<file path="config.mk">
export PLATFORM = sky130hd
export DESIGN_NAME = wdt_top
export DESIGN_NICKNAME = d
export VERILOG_FILES = /design/src/rtl/wdt_pkg.sv /design/src/rtl/wdt_regs.sv /design/src/rtl/wdt_countdown.sv /design/src/rtl/wdt_dispatch.sv /design/src/rtl/wdt_top.sv
export SDC_FILE = /design/constraint.sdc
export NUM_CORES = 1
export LEC_CHECK = 0
export ABC_AREA = 0
export BUFFER_PORTS_ARGS = -buffer_cell sky130_fd_sc_hd__buf_4
export CAP_MARGIN = 0
export CORE_MARGIN = 4
export CORE_UTILIZATION = 30
export CTS_CLUSTER_SIZE = 14
export DETAILED_ROUTE_END_ITERATION = 10
export PLACE_DENSITY = 0.59
export SYNTH_ARGS = -nofsm -noshare
export SYNTH_HDL_FRONTEND = slang
export SYNTH_SLANG_ARGS = --single-unit
</file>
<file path="constraint.sdc">
create_clock -name clk_i -period 2.6 [get_ports clk_i]
set_input_delay 0.39 -clock clk_i [delete_from_list [all_inputs] [get_ports clk_i]]
set_output_delay 0.39 -clock clk_i [all_outputs]
set_load 0.05 [all_outputs]
</file>
<file path="src/rtl/wdt_pkg.sv">
package wdt_pkg;
  typedef enum logic [1:0] {
    ACT_NONE  = 2'd0,
    ACT_IRQ   = 2'd1,
    ACT_NMI   = 2'd2,
    ACT_RESET = 2'd3
  } wdt_action_e;

  localparam int unsigned CTRL_OFF  = 32'h0;
  localparam int unsigned TIMER_OFF = 32'h4;
endpackage

</file>
<file path="src/rtl/wdt_regs.sv">
module wdt_regs
  import wdt_pkg::*;
#(
  parameter int unsigned ADDR_W = 4,
  parameter int unsigned DATA_W = 32
) (
  input  logic              clk_i,
  input  logic              rst_ni,
  input  logic              req_i,
  input  logic              we_i,
  input  logic [ADDR_W-1:0] addr_i,
  input  logic [DATA_W-1:0] wdata_i,
  input  logic [DATA_W-1:0] count_i,
  input  logic              flag_i,
  output logic [DATA_W-1:0] rdata_o,
  output wdt_action_e       act_o,
  output logic              load_o,
  output logic [DATA_W-1:0] load_val_o
);
  localparam logic [ADDR_W-1:0] CtrlAddr  = ADDR_W'(CTRL_OFF);
  localparam logic [ADDR_W-1:0] TimerAddr = ADDR_W'(TIMER_OFF);
  localparam int unsigned       PadW      = DATA_W - 3;

  wdt_action_e       act_q;
  logic [DATA_W-1:0] rdata_q;
  logic              ctrl_sel, timer_sel, rd;

  assign ctrl_sel  = req_i && (addr_i == CtrlAddr);
  assign timer_sel = req_i && (addr_i == TimerAddr);
  assign rd        = req_i && !we_i;

  always_ff @(posedge clk_i or negedge rst_ni) begin
    if (!rst_ni)                    act_q <= ACT_NONE;
    else if (ctrl_sel && we_i)      act_q <= wdt_action_e'(wdata_i[1:0]);
  end

  always_ff @(posedge clk_i or negedge rst_ni) begin
    if (!rst_ni)          rdata_q <= '0;
    else if (rd) begin
      if (ctrl_sel)       rdata_q <= {flag_i, {PadW{1'b0}}, act_q};
      else if (timer_sel) rdata_q <= count_i;
      else                rdata_q <= '0;
    end
  end

  assign rdata_o    = rdata_q;
  assign act_o      = act_q;
  assign load_o     = timer_sel && we_i;
  assign load_val_o = wdata_i;

  // reserved control bits always read back as zero
  a_r2_ctrl_pad_zero: assert property (@(posedge clk_i) disable iff (!rst_ni)
    (rd && ctrl_sel) |=> (rdata_o[DATA_W-2:2] == '0));
  // a read of an unmapped address returns zero one cycle later
  a_r3_unmapped_zero: assert property (@(posedge clk_i) disable iff (!rst_ni)
    (rd && !ctrl_sel && !timer_sel) |=> (rdata_o == '0));
endmodule

</file>
<file path="src/rtl/wdt_countdown.sv">
module wdt_countdown #(
  parameter int unsigned CNT_W = 32
) (
  input  logic             clk_i,
  input  logic             rst_ni,
  input  logic             load_i,
  input  logic [CNT_W-1:0] load_val_i,
  input  logic             run_i,
  output logic [CNT_W-1:0] cnt_o,
  output logic             zero_o
);
  logic [CNT_W-1:0] cnt_q;

  always_ff @(posedge clk_i or negedge rst_ni) begin
    if (!rst_ni)                   cnt_q <= '0;
    else if (load_i)               cnt_q <= load_val_i;
    else if (run_i && cnt_q != '0) cnt_q <= cnt_q - 1'b1;
  end

  assign cnt_o  = cnt_q;
  assign zero_o = (cnt_q == '0);

  // an unarmed count stays put
  a_r4_hold_idle: assert property (@(posedge clk_i) disable iff (!rst_ni)
    (!load_i && !run_i) |=> $stable(cnt_o));
  // an armed count steps down by exactly one
  a_r5_step_one: assert property (@(posedge clk_i) disable iff (!rst_ni)
    (!load_i && run_i && !zero_o) |=> (cnt_o == $past(cnt_o) - 1'b1));
  // zero is sticky without a reload
  a_r5_floor: assert property (@(posedge clk_i) disable iff (!rst_ni)
    (!load_i && zero_o) |=> zero_o);
endmodule

</file>
<file path="src/rtl/wdt_dispatch.sv">
module wdt_dispatch
  import wdt_pkg::*;
(
  input  logic        clk_i,
  input  logic        rst_ni,
  input  logic        por_ni,
  input  wdt_action_e act_i,
  input  logic        zero_i,
  input  logic        load_i,
  output logic        irq_o,
  output logic        nmi_o,
  output logic        rst_req_o,
  output logic        flag_o
);
  logic fired_q, irq_q, nmi_q, rst_req_q, flag_q;
  logic disarm, fire;

  assign disarm = load_i || (act_i == ACT_NONE);
  assign fire   = !disarm && zero_i && !fired_q;

  always_ff @(posedge clk_i or negedge rst_ni) begin
    if (!rst_ni) begin
      fired_q   <= 1'b0;
      irq_q     <= 1'b0;
      nmi_q     <= 1'b0;
      rst_req_q <= 1'b0;
    end else begin
      rst_req_q <= fire && (act_i == ACT_RESET);
      if (disarm) begin
        fired_q <= 1'b0;
        irq_q   <= 1'b0;
        nmi_q   <= 1'b0;
      end else if (fire) begin
        fired_q <= 1'b1;
        irq_q   <= (act_i == ACT_IRQ);
        nmi_q   <= (act_i == ACT_NMI);
      end
    end
  end

  // cleared by power-on only, so it outlives the reset it requested
  always_ff @(posedge clk_i or negedge por_ni) begin
    if (!por_ni)        flag_q <= 1'b0;
    else if (rst_req_q) flag_q <= 1'b1;
  end

  assign irq_o     = irq_q;
  assign nmi_o     = nmi_q;
  assign rst_req_o = rst_req_q;
  assign flag_o    = flag_q;

  // reset request is a single-cycle pulse
  a_r9_pulse: assert property (@(posedge clk_i) disable iff (!rst_ni)
    rst_req_o |=> !rst_req_o);
  // flag set after a request
  a_r10_flag_set: assert property (@(posedge clk_i) disable iff (!rst_ni || !por_ni)
    rst_req_o |=> flag_o);
  // flag never drops without power-on reset
  a_r10_flag_sticky: assert property (@(posedge clk_i) disable iff (!por_ni)
    flag_o |=> flag_o);
  // outputs mutually exclusive
  a_r11_exclusive: assert property (@(posedge clk_i) disable iff (!rst_ni)
    $onehot0({irq_o, nmi_o, rst_req_o}));
  // interrupt only rises when the count is zero
  a_r7_irq_at_zero: assert property (@(posedge clk_i) disable iff (!rst_ni)
    $rose(irq_o) |-> $past(zero_i));
endmodule

</file>
<file path="src/rtl/wdt_top.sv">
module wdt_top
  import wdt_pkg::*;
#(
  parameter int unsigned ADDR_W = 4
) (
  input  logic              clk_i,
  input  logic              rst_ni,
  input  logic              por_ni,
  input  logic              req_i,
  input  logic              we_i,
  input  logic [ADDR_W-1:0] addr_i,
  input  logic [31:0]       wdata_i,
  output logic [31:0]       rdata_o,
  output logic              irq_o,
  output logic              nmi_o,
  output logic              chip_rst_o
);
  localparam int unsigned DataW = 32;

  logic              sys_rst_n;
  wdt_action_e       act;
  logic              load, zero, flag;
  logic [DataW-1:0]  load_val, cnt;

  assign sys_rst_n = rst_ni && por_ni;

  wdt_regs #(.ADDR_W(ADDR_W), .DATA_W(DataW)) u_regs (
    .clk_i      (clk_i),
    .rst_ni     (sys_rst_n),
    .req_i      (req_i),
    .we_i       (we_i),
    .addr_i     (addr_i),
    .wdata_i    (wdata_i),
    .count_i    (cnt),
    .flag_i     (flag),
    .rdata_o    (rdata_o),
    .act_o      (act),
    .load_o     (load),
    .load_val_o (load_val)
  );

  wdt_countdown #(.CNT_W(DataW)) u_count (
    .clk_i      (clk_i),
    .rst_ni     (sys_rst_n),
    .load_i     (load),
    .load_val_i (load_val),
    .run_i      (act != ACT_NONE),
    .cnt_o      (cnt),
    .zero_o     (zero)
  );

  wdt_dispatch u_disp (
    .clk_i     (clk_i),
    .rst_ni    (sys_rst_n),
    .por_ni    (por_ni),
    .act_i     (act),
    .zero_i    (zero),
    .load_i    (load),
    .irq_o     (irq_o),
    .nmi_o     (nmi_o),
    .rst_req_o (chip_rst_o),
    .flag_o    (flag)
  );
endmodule

</file>
# Yosys cells after proc, flatten, opt, wreduce, memory -nomap -nowiden
# Cells that the tools add are included.
[word_totals]
ff_bits = 71
latchBits = 0
ramBits = 0
romBits = 0
inputBits = 41
output_inout_bits = 35
elab_cells = 44
mem_count = 0
[op_classes]
add_sub_neg = 1
multipliers = 0
div = 0
magnitude_cmp = 0
eq_ne = 4
n_shift = 0
n_mux = 10
bitwise = 0
reduce_logical = 21
[ops]
columns = ["operator", "n"]
rows = [
  ["32-bit 2-to-1 mux", 4],
  ["32-bit zero test", 1],
  ["32-bit nonzero test", 1],
  ["32-bit by 1-bit subtractor with 32-bit output, second input constant", 1],
  ["1-bit logical AND", 10],
  ["1-bit 2-to-1 mux", 6],
  ["2-bit nonzero test", 3],
  ["2-bit == test, second input constant", 2],
  ["4-bit by 3-bit == test with 1-bit output, second input constant", 1],
  ["4-bit zero test", 1],
  ["1-bit zero test", 3],
  ["2-bit by 1-bit == test with 1-bit output, second input constant", 1],
  ["2-bit zero test", 1],
  ["1-bit logical OR", 1],
]

# Depth between registers and ports, before layout
# Gate-level depths: netlist (run 1).
[logic_depth]
ltp_word = 9
ltp_mapped = 10
depth_no_buf = 7

# By module
# A second synthesis (run 1) with hierarchy kept.
[hier_totals]
cells_unflattened = 374
area_unflattened_um2 = 3821.2
[modules_own_cells]
columns = ["mod", "instances", "cells_each", "area_each_um2"]
rows = [
  ["wdt_countdown", 1, 234, 2067.0],
  ["wdt_regs", 1, 121, 1527.7],
  ["wdt_dispatch", 1, 17, 214.0],
  ["wdt_top", 1, 2, 12.5],
]

# Worst setup path after synthesis (run 1)
# No wires, ideal clock.
[synth_path]
path_kind = "flip-flop to flip-flop"
start = "reg u_count.cnt_q[0] (netlist: u_count.cnt_o[0])"
end = "reg u_count.cnt_q[10] (netlist: u_count.cnt_o[10])"
setup_ps = 82
t_arrival_ps = 2380
required_ps = 2518
path_slack_ps = 138
stages_incl_launch_ff = 11
n_path_buf = 3
synth_period_minus_slack_ps = 2462
cell_sequence = "dfrtp_1 -> inv_1 -> ha_1 -> or3b_2 -> buf_2 -> or4_4 -> o31ai_4 -> buf_6 -> buf_6 -> o31ai_1 -> a31oi_1"
[synth_between]
elab_chain_len = 3
[synth_rtl]
columns = ["element", "line_no", "text"]
rows = [
  ["start, declared", "wdt_countdown.sv:12", "logic [CNT_W-1:0] cnt_q;"],
  ["start signal, assigned", "wdt_countdown.sv:16", "else if (load_i) cnt_q <= load_val_i;"],
  ["start signal, assigned", "wdt_countdown.sv:17", "else if (run_i && cnt_q != '0) cnt_q <= cnt_q - 1'b1;"],
  ["32-bit by 1-bit subtractor with 32-bit output / 32-bit nonzero test (equally long branches)", "wdt_countdown.sv:17", ""],
  ["32-bit 2-to-1 mux / 1-bit logical AND (equally long branches)", "wdt_countdown.sv:17", ""],
  ["32-bit 2-to-1 mux / 2-bit nonzero test (equally long branches)", "-", ""],
]
# Several ways; a longest one is shown, not always the timed one. The select of a mux whose other input is x is not followed.
# A chain may end at the register's enable or synchronous reset.

# Worst setup path in the final report (run 1)
[layout_path]
start = "reg u_count.cnt_q[18] (netlist: u_count.cnt_o[18])"
end = "reg u_count.cnt_q[29] (netlist: u_count.cnt_o[29])"
# Same word-level chain as after synthesis.

==> impl_metrics.env, run 1 <==
export IMPL_outcome="finished clean"
export IMPL_mostFrequentLayoutCells="103 x buf_4, 71 x dfrtp_1, 33 x nor2_1"
export IMPL_synth_nets=384
export IMPL_crit_required_ns=2.86
export IMPL_drv_slew=0
export IMPL_grt_use_met3=0.04165
export IMPL_grt_pass1_wl_mm=16.17
export IMPL_seq_area_frac_synth=0.4982
export IMPL_cp_cell_sequence="or4_4 > or4_4 > or3_4 > or4b_1 > nand3_1"
export IMPL_layout_commonest_cell="buf_4"
export IMPL_wl_per_cell_um=17.13
export IMPL_met2_usage=0.2336
export IMPL_crit_path_start_kind="flip-flop"
export IMPL_hp_start="wdata_i[28]"
export IMPL_grtUsageMet1=0.2143
export IMPL_relSlewSlack=0.4714
export IMPL_die_area_sq_um=13690
export IMPL_maxCapViolCount=0
export IMPL_portBuffers=75
export IMPL_vias=3059
export IMPL_grt_busiest_layer="met2"
export IMPL_max_freq_mhz=393.8
export IMPL_grt_pass1_vias=3099
export IMPL_final_core_util=0.4164
export IMPL_fill_cells=1119
export IMPL_cpLargestDelayFamily="simple AND/OR/NAND/NOR gates"
export IMPL_setup_slack_ns=0.06087
export IMPL_tns_ns=0
export IMPL_postRouteAntennaNets=0
export IMPL_first_iter_violations=150
export IMPL_synth_edf_count=0
export IMPL_cp_end_kind="flip-flop"
export IMPL_seq_area_sq_um=1777
export IMPL_rsz0062_at_grt="false"
export IMPL_cpMaxStageDelayCell="or4_4"
export IMPL_slowest_delay_ns=0.57
export IMPL_ys_warn_count=0
export IMPL_cts_tree="built"
export IMPL_clk_pin_slew_ns=0.06
export IMPL_hold_violations=0
export IMPL_period_share=0.9766
export IMPL_p_leak_nw=2.066
export IMPL_r2r_end="u_count.cnt_o[29]$_DFFE_PN0P_"
export IMPL_placed_area_sq_um=4414
export IMPL_ios=76
export IMPL_initial_core_util=0.3096
export IMPL_cts_made_buffers=9
export IMPL_final_nets=476
export IMPL_routed_via_density=5.256
export IMPL_clkSinkCount=71
export IMPL_clock_skew_ns=0.01020
export IMPL_num_antenna_cells=0
export IMPL_crit_type="reg -> reg"
export IMPL_grt_usage=0.1524
export IMPL_rows=39
export IMPL_period_needed_ns=2.539
export IMPL_htree_num_levels=3
export IMPL_max_vdd_ir_drop_mv=0.2950
export IMPL_grt_overflow=0
export IMPL_cp_arrival_ns=2.80
export IMPL_worstMarginPinSlew_ns=0.7929
export IMPL_clk_path_buf_depth=2
export IMPL_core_sq_um=11520
export IMPL_grt_max_degree=42
export IMPL_reg2reg_depth=5
export IMPL_ys_ff_latch=71
export IMPL_reg2reg_slack_ns=0.06
export IMPL_drc=0
export IMPL_hpwlAfterDp_mm=7.103
export IMPL_dp_worst_setup_slack_ns=0.05225
export IMPL_antenna_found_initial=0
export IMPL_crit_buf_inv=0
export IMPL_syn_to_final_growth_pct=34.49
export IMPL_finalSetupViolCount=0
export IMPL_synthArstFlopShare=1.000
export IMPL_timing_hold_ws_ns=0.2595
export IMPL_cpMostUsedCell="or4_4"
export IMPL_crit_fanout=5
export IMPL_reg2reg_from="u_count.cnt_o[18]$_DFFE_PN0P_"
export IMPL_synth_main_ff_cell="dfrtp_1"
export IMPL_netlist_cell_type_count=52
export IMPL_hp_class="in -> reg"
export IMPL_clock_root_buffer="clkbuf_16"
export IMPL_totalWireLength_mm=9.972
export IMPL_min_path_cells=3
export IMPL_avgSynthCellArea_sq_um=10.43
export IMPL_multiInputGateArea_sq_um=1685
export IMPL_insertion_delay_ns=0.33
export IMPL_dr_pass1_iters=4
export IMPL_hold_end="u_count.cnt_o[28]$_DFFE_PN0P_"
export IMPL_p_per_area_nw_per_um2=728.2
export IMPL_die_x_um=117.0
export IMPL_die_y_um=117.0
export IMPL_gp_congestion=0.8291
export IMPL_synth_area_sq_um=3566
export IMPL_syn_inst=342
export IMPL_fin_area_sq_um=4796
export IMPL_drive_gt1_frac=0.3257
## synth_stat cells (5+ instances only)
| master | n | area (sq um) |
|---|---|---|
| or3_1 | 9 | 56.30 |
| a22o_1 | 29 | 254.0 |
| o31ai_1 | 13 | 97.59 |
| inv_1 | 5 | 18.77 |
| clkbuf_1 | 18 | 67.56 |
| or4_1 | 15 | 112.6 |
| nand3_1 | 11 | 55.05 |
| xor2_1 | 7 | 61.31 |
| nand2_1 | 26 | 97.59 |
| nor2_1 | 33 | 123.9 |
| mux2i_1 | 5 | 50.05 |
| a31oi_1 | 17 | 106.4 |
| dfrtp_1 | 71 | 1777 |
| o21ai_0 | 11 | 55.05 |
## area by class of cell
type / count / share of cell area
clock buffer: 11 / 0.05270
clock inverter: 5 / 0.01670
inverter: 5 / 0.003913
multi-input combinational: 242 / 0.3514
sequential: 71 / 0.3705
tap: 143 / 0.03731
timing repair buffer: 105 / 0.1675
## registers in the layout (all words and copies together) (netlist names)
| name | count |
|---|---|
| u_disp.irq_o | 1 |
| u_regs.rdata_o | 32 |
| u_disp.rst_req_o | 1 |
| u_disp.flag_o | 1 |
| u_count.cnt_o | 32 |
| u_regs.act_o | 2 |
| u_disp.fired_q | 1 |
| u_disp.nmi_o | 1 |
## power by group
part	switching, mW	internal [mW]	leakage (nW)
clock	0.474	0.890	0.158
combinational	0.374	0.321	0.998
sequential	0.174	1.26	0.910
## metrics by stage
stage / power (mW) / instances
final: 3.492 / 582
after global routing: 3.693 / 582
after floorplan: 1.875 / 342
after global placement: 2.122 / 564
after detailed placement: 2.143 / 564
after CTS: 3.526 / 581
## what timing repair did
action,in CTS,in global routing
hold buffers,1,0
setup buffers,0,1
resized for setup,0,6
setup endpoints to repair,0,8
hold endpoints to repair,1,0
## layer usage
layer	share of wire	wire, um
met2	0.48	4746
met1	0.46	4581
met3	0.056	559
met5	0	0
met4	0.0085	85
## how the worst max path moves through the flow
stage,from,end,cells past startpoint
after floorplan,por_ni,u_count.cnt_o[0]$_DFFE_PN0P_,1
after global placement,u_count.cnt_o[21]$_DFFE_PN0P_,u_count.cnt_o[25]$_DFFE_PN0P_,5
after detailed placement,u_count.cnt_o[21]$_DFFE_PN0P_,u_count.cnt_o[29]$_DFFE_PN0P_,5
after CTS,u_count.cnt_o[21]$_DFFE_PN0P_,u_count.cnt_o[29]$_DFFE_PN0P_,5
after global routing,u_count.cnt_o[18]$_DFFE_PN0P_,u_count.cnt_o[29]$_DFFE_PN0P_,5
final,u_count.cnt_o[18]$_DFFE_PN0P_,u_count.cnt_o[29]$_DFFE_PN0P_,5
## kinds of logic (layout without fill, tap and decap cells)
logic type,count (synthesis),after routing,share of synthesized area
AOI/OAI and AO/OA,92,92,0.2025
DFF,71,71,0.4982
buffers and inverters,29,126,0.03965
adders and majority gates,1,1,0.003508
xor gates and xnor gates,9,9,0.02211
muxes,7,7,0.02035
and+or+nand+nor,133,133,0.2137
## tightest hold or removal path, cell delays in order
cell	delay [ns]
buf_4	0.07
nand2_1	0.03
o21ai_0	0.06
Power figures use the tool's default switching activity.
==> run 2: changes to the inputs <==
- PLACE_DENSITY: 0.59 -> default
- SLEW_MARGIN: default -> 40
==> run 2 against run 1 <==
  * Clock power down 9%
  * Wire length is 3.7% lower
  * Total power decreased by 3.9%
  * Cell count shrank 0.17%
  * Critical path depth stayed put
  * Worst setup slack improved by 0.0078 ns
  * Via count is the same
  * Sequential power barely moved
  * Count of clock-buffer cells in the layout is the same
  * Fmax increased by 0.31%
  * Critical endpoint is now u_count.cnt_o[25]$_DFFE_PN0P_
  * Largest power group unchanged
==> impl_metrics.env, run 2 (synthesized netlist as in run 1, its figures left out) <==
export IMPL_outcome="finished clean"
export IMPL_worstMarginPinSlew_ns=0.5837
export IMPL_cp_end_kind="flip-flop"
export IMPL_routed_via_density=5.265
export IMPL_postRouteAntennaNets=0
export IMPL_die_y_um=117.0
export IMPL_grt_overflow=0
export IMPL_period_needed_ns=2.531
export IMPL_clock_skew_ns=0.01158
export IMPL_die_x_um=117.0
export IMPL_drv_slew=0
export IMPL_dr_pass1_iters=4
export IMPL_placed_area_sq_um=4414
export IMPL_insertion_delay_ns=0.34
export IMPL_crit_path_start_kind="flip-flop"
export IMPL_p_per_area_nw_per_um2=708.5
export IMPL_crit_fanout=5
export IMPL_final_nets=475
export IMPL_finalSetupViolCount=0
export IMPL_rows=39
export IMPL_cts_made_buffers=9
export IMPL_tns_ns=0
export IMPL_clk_path_buf_depth=2
export IMPL_period_share=0.9736
export IMPL_grt_pass1_vias=3069
export IMPL_p_sw_mw=1.013
export IMPL_clk_pin_slew_ns=0.06
export IMPL_seq_area_sq_um=1777
export IMPL_initial_core_util=0.3096
export IMPL_fill_cells=1135
export IMPL_mostFrequentLayoutCells="102 x buf_4, 71 x dfrtp_1, 33 x nor2_1"
export IMPL_hp_class="in -> async"
export IMPL_vias=3059
export IMPL_cpLargestDelayFamily="simple AND/OR/NAND/NOR gates"
export IMPL_totalWireLength_mm=9.604
export IMPL_pwr_share_comb=0.203
export IMPL_max_vdd_ir_drop_mv=0.3286
export IMPL_hold_violations=0
export IMPL_syn_to_final_growth_pct=32.84
export IMPL_drive_gt1_frac=0.3219
export IMPL_ios=76
export IMPL_die_area_sq_um=13690
export IMPL_crit_type="reg -> reg"
export IMPL_p_seq_frac=0.427
export IMPL_clockPowerShare=0.370
export IMPL_p_leak_nw=2.045
export IMPL_crit_required_ns=2.87
export IMPL_antenna_found_initial=0
export IMPL_hpwlAfterDp_mm=6.845
export IMPL_drc=0
export IMPL_core_sq_um=11520
export IMPL_crit_path_start="u_count.cnt_o[21]$_DFFE_PN0P_"
export IMPL_clock_root_buffer="clkbuf_16"
export IMPL_postCtsSetupBuffers=0
export IMPL_grt_max_degree=71
export IMPL_maxCapViolCount=0
export IMPL_max_freq_mhz=395.1
export IMPL_fin_area_sq_um=4737
export IMPL_clkSinkCount=71
export IMPL_cp_cell_sequence="or4_4 > or4_1 > or3_4 > or4b_1 > nand3_1"
export IMPL_portBuffers=75
export IMPL_reg2reg_from="u_count.cnt_o[21]$_DFFE_PN0P_"
export IMPL_cp_arrival_ns=2.80
export IMPL_slowest_delay_ns=0.57
export IMPL_grt_pass1_wl_mm=15.90
export IMPL_cpMaxStageDelayCell="or4_4"
export IMPL_gp_congestion=0.7923
export IMPL_num_antenna_cells=0
export IMPL_first_iter_violations=176
export IMPL_multiInputGateArea_sq_um=1667
export IMPL_wl_per_cell_um=16.53
export IMPL_layout_commonest_cell="buf_4"
export IMPL_rsz0062_at_grt="false"
export IMPL_swShare=0.3018
export IMPL_grt_usage=0.1484
export IMPL_p_int_mw=2.343
export IMPL_htree_num_levels=3
export IMPL_relSlewSlack=0.6108
export IMPL_crit_buf_inv=0
export IMPL_cts_tree="built"
run 2: path summary, 6_finish.rpt:
check,slack (ns),depth (start not counted),end
worst min register to register,0.46,1,u_disp.flag_o$_DFFE_PN0P_
worst max-delay path,0.07,5,u_count.cnt_o[25]$_DFFE_PN0P_
worst max register to register,0.07,5,u_count.cnt_o[25]$_DFFE_PN0P_
min in group clk_i,0.25,3,u_count.cnt_o[28]$_DFFE_PN0P_
worst min-delay path,0.20,3,u_regs.rdata_o[31]$_DFFE_PN0P_
max in group asynchronous,1.52,4,u_regs.rdata_o[20]$_DFFE_PN0P_
run 2: power groups by stage:
| stage | combinational, mW | sequential, mW | clock (mW) |
|---|---|---|---|
| final | 0.681 | 1.43 | 1.24 |
| after global placement | 0.671 | 1.45 | 0 |
| after global routing | 0.765 | 1.46 | 1.32 |
| after CTS | 0.690 | 1.43 | 1.26 |
| after floorplan | 0.408 | 1.47 | 0 |
| after detailed placement | 0.688 | 1.45 | 0 |
run 2: per-layer routing:
metal | vias up | global-route usage | wire length, um
met1 | 1473 | 0.2104 | 4545
met4 | 0 | 0.04893 | 112
met3 | 11 | 0.03445 | 510
li1 | 1499 | - | -
met2 | 76 | 0.2245 | 4435
met5 | - | 0 | 0
run 2: per-stage QoR:
| stage | worst slack (ns) | cells | hold slack (ns) | total power, mW | util |
|---|---|---|---|---|---|
| after floorplan | 0.05069 | 342 | 0.09441 | 1.875 | - |
| after global placement | 0.1322 | 564 | 0.1701 | 2.120 | 0.3833 |
| after detailed placement | 0.06438 | 564 | 0.1699 | 2.137 | 0.3833 |
| after CTS | 0.05902 | 581 | 0.2284 | 3.382 | 0.4103 |
| after global routing | 0.006405 | 581 | 0.2537 | 3.547 | 0.4113 |
| final | 0.06870 | 581 | 0.2018 | 3.356 | 0.4113 |
run 2: timing repair:
action	in CTS	in global routing
hold endpoints to repair	1	0
resized for setup	0	2
endpoints found under the setup margin	0	3
hold buffers	1	0
run 2: layout make-up:
type,count,share of cell area
clock buffer,11,0.05124
clock inverter,5,0.01215
inverter,5,0.003962
multi-input combinational,242,0.3518
sequential,71,0.3751
tap,143,0.03777
timing repair buffer,104,0.1680
run 2: worst register-to-register path: cells and delay by family (launching register included):
family / cells / cell delay, ns
and+or+nand+nor: 5 / 2.09
DFF: 1 / 0.38
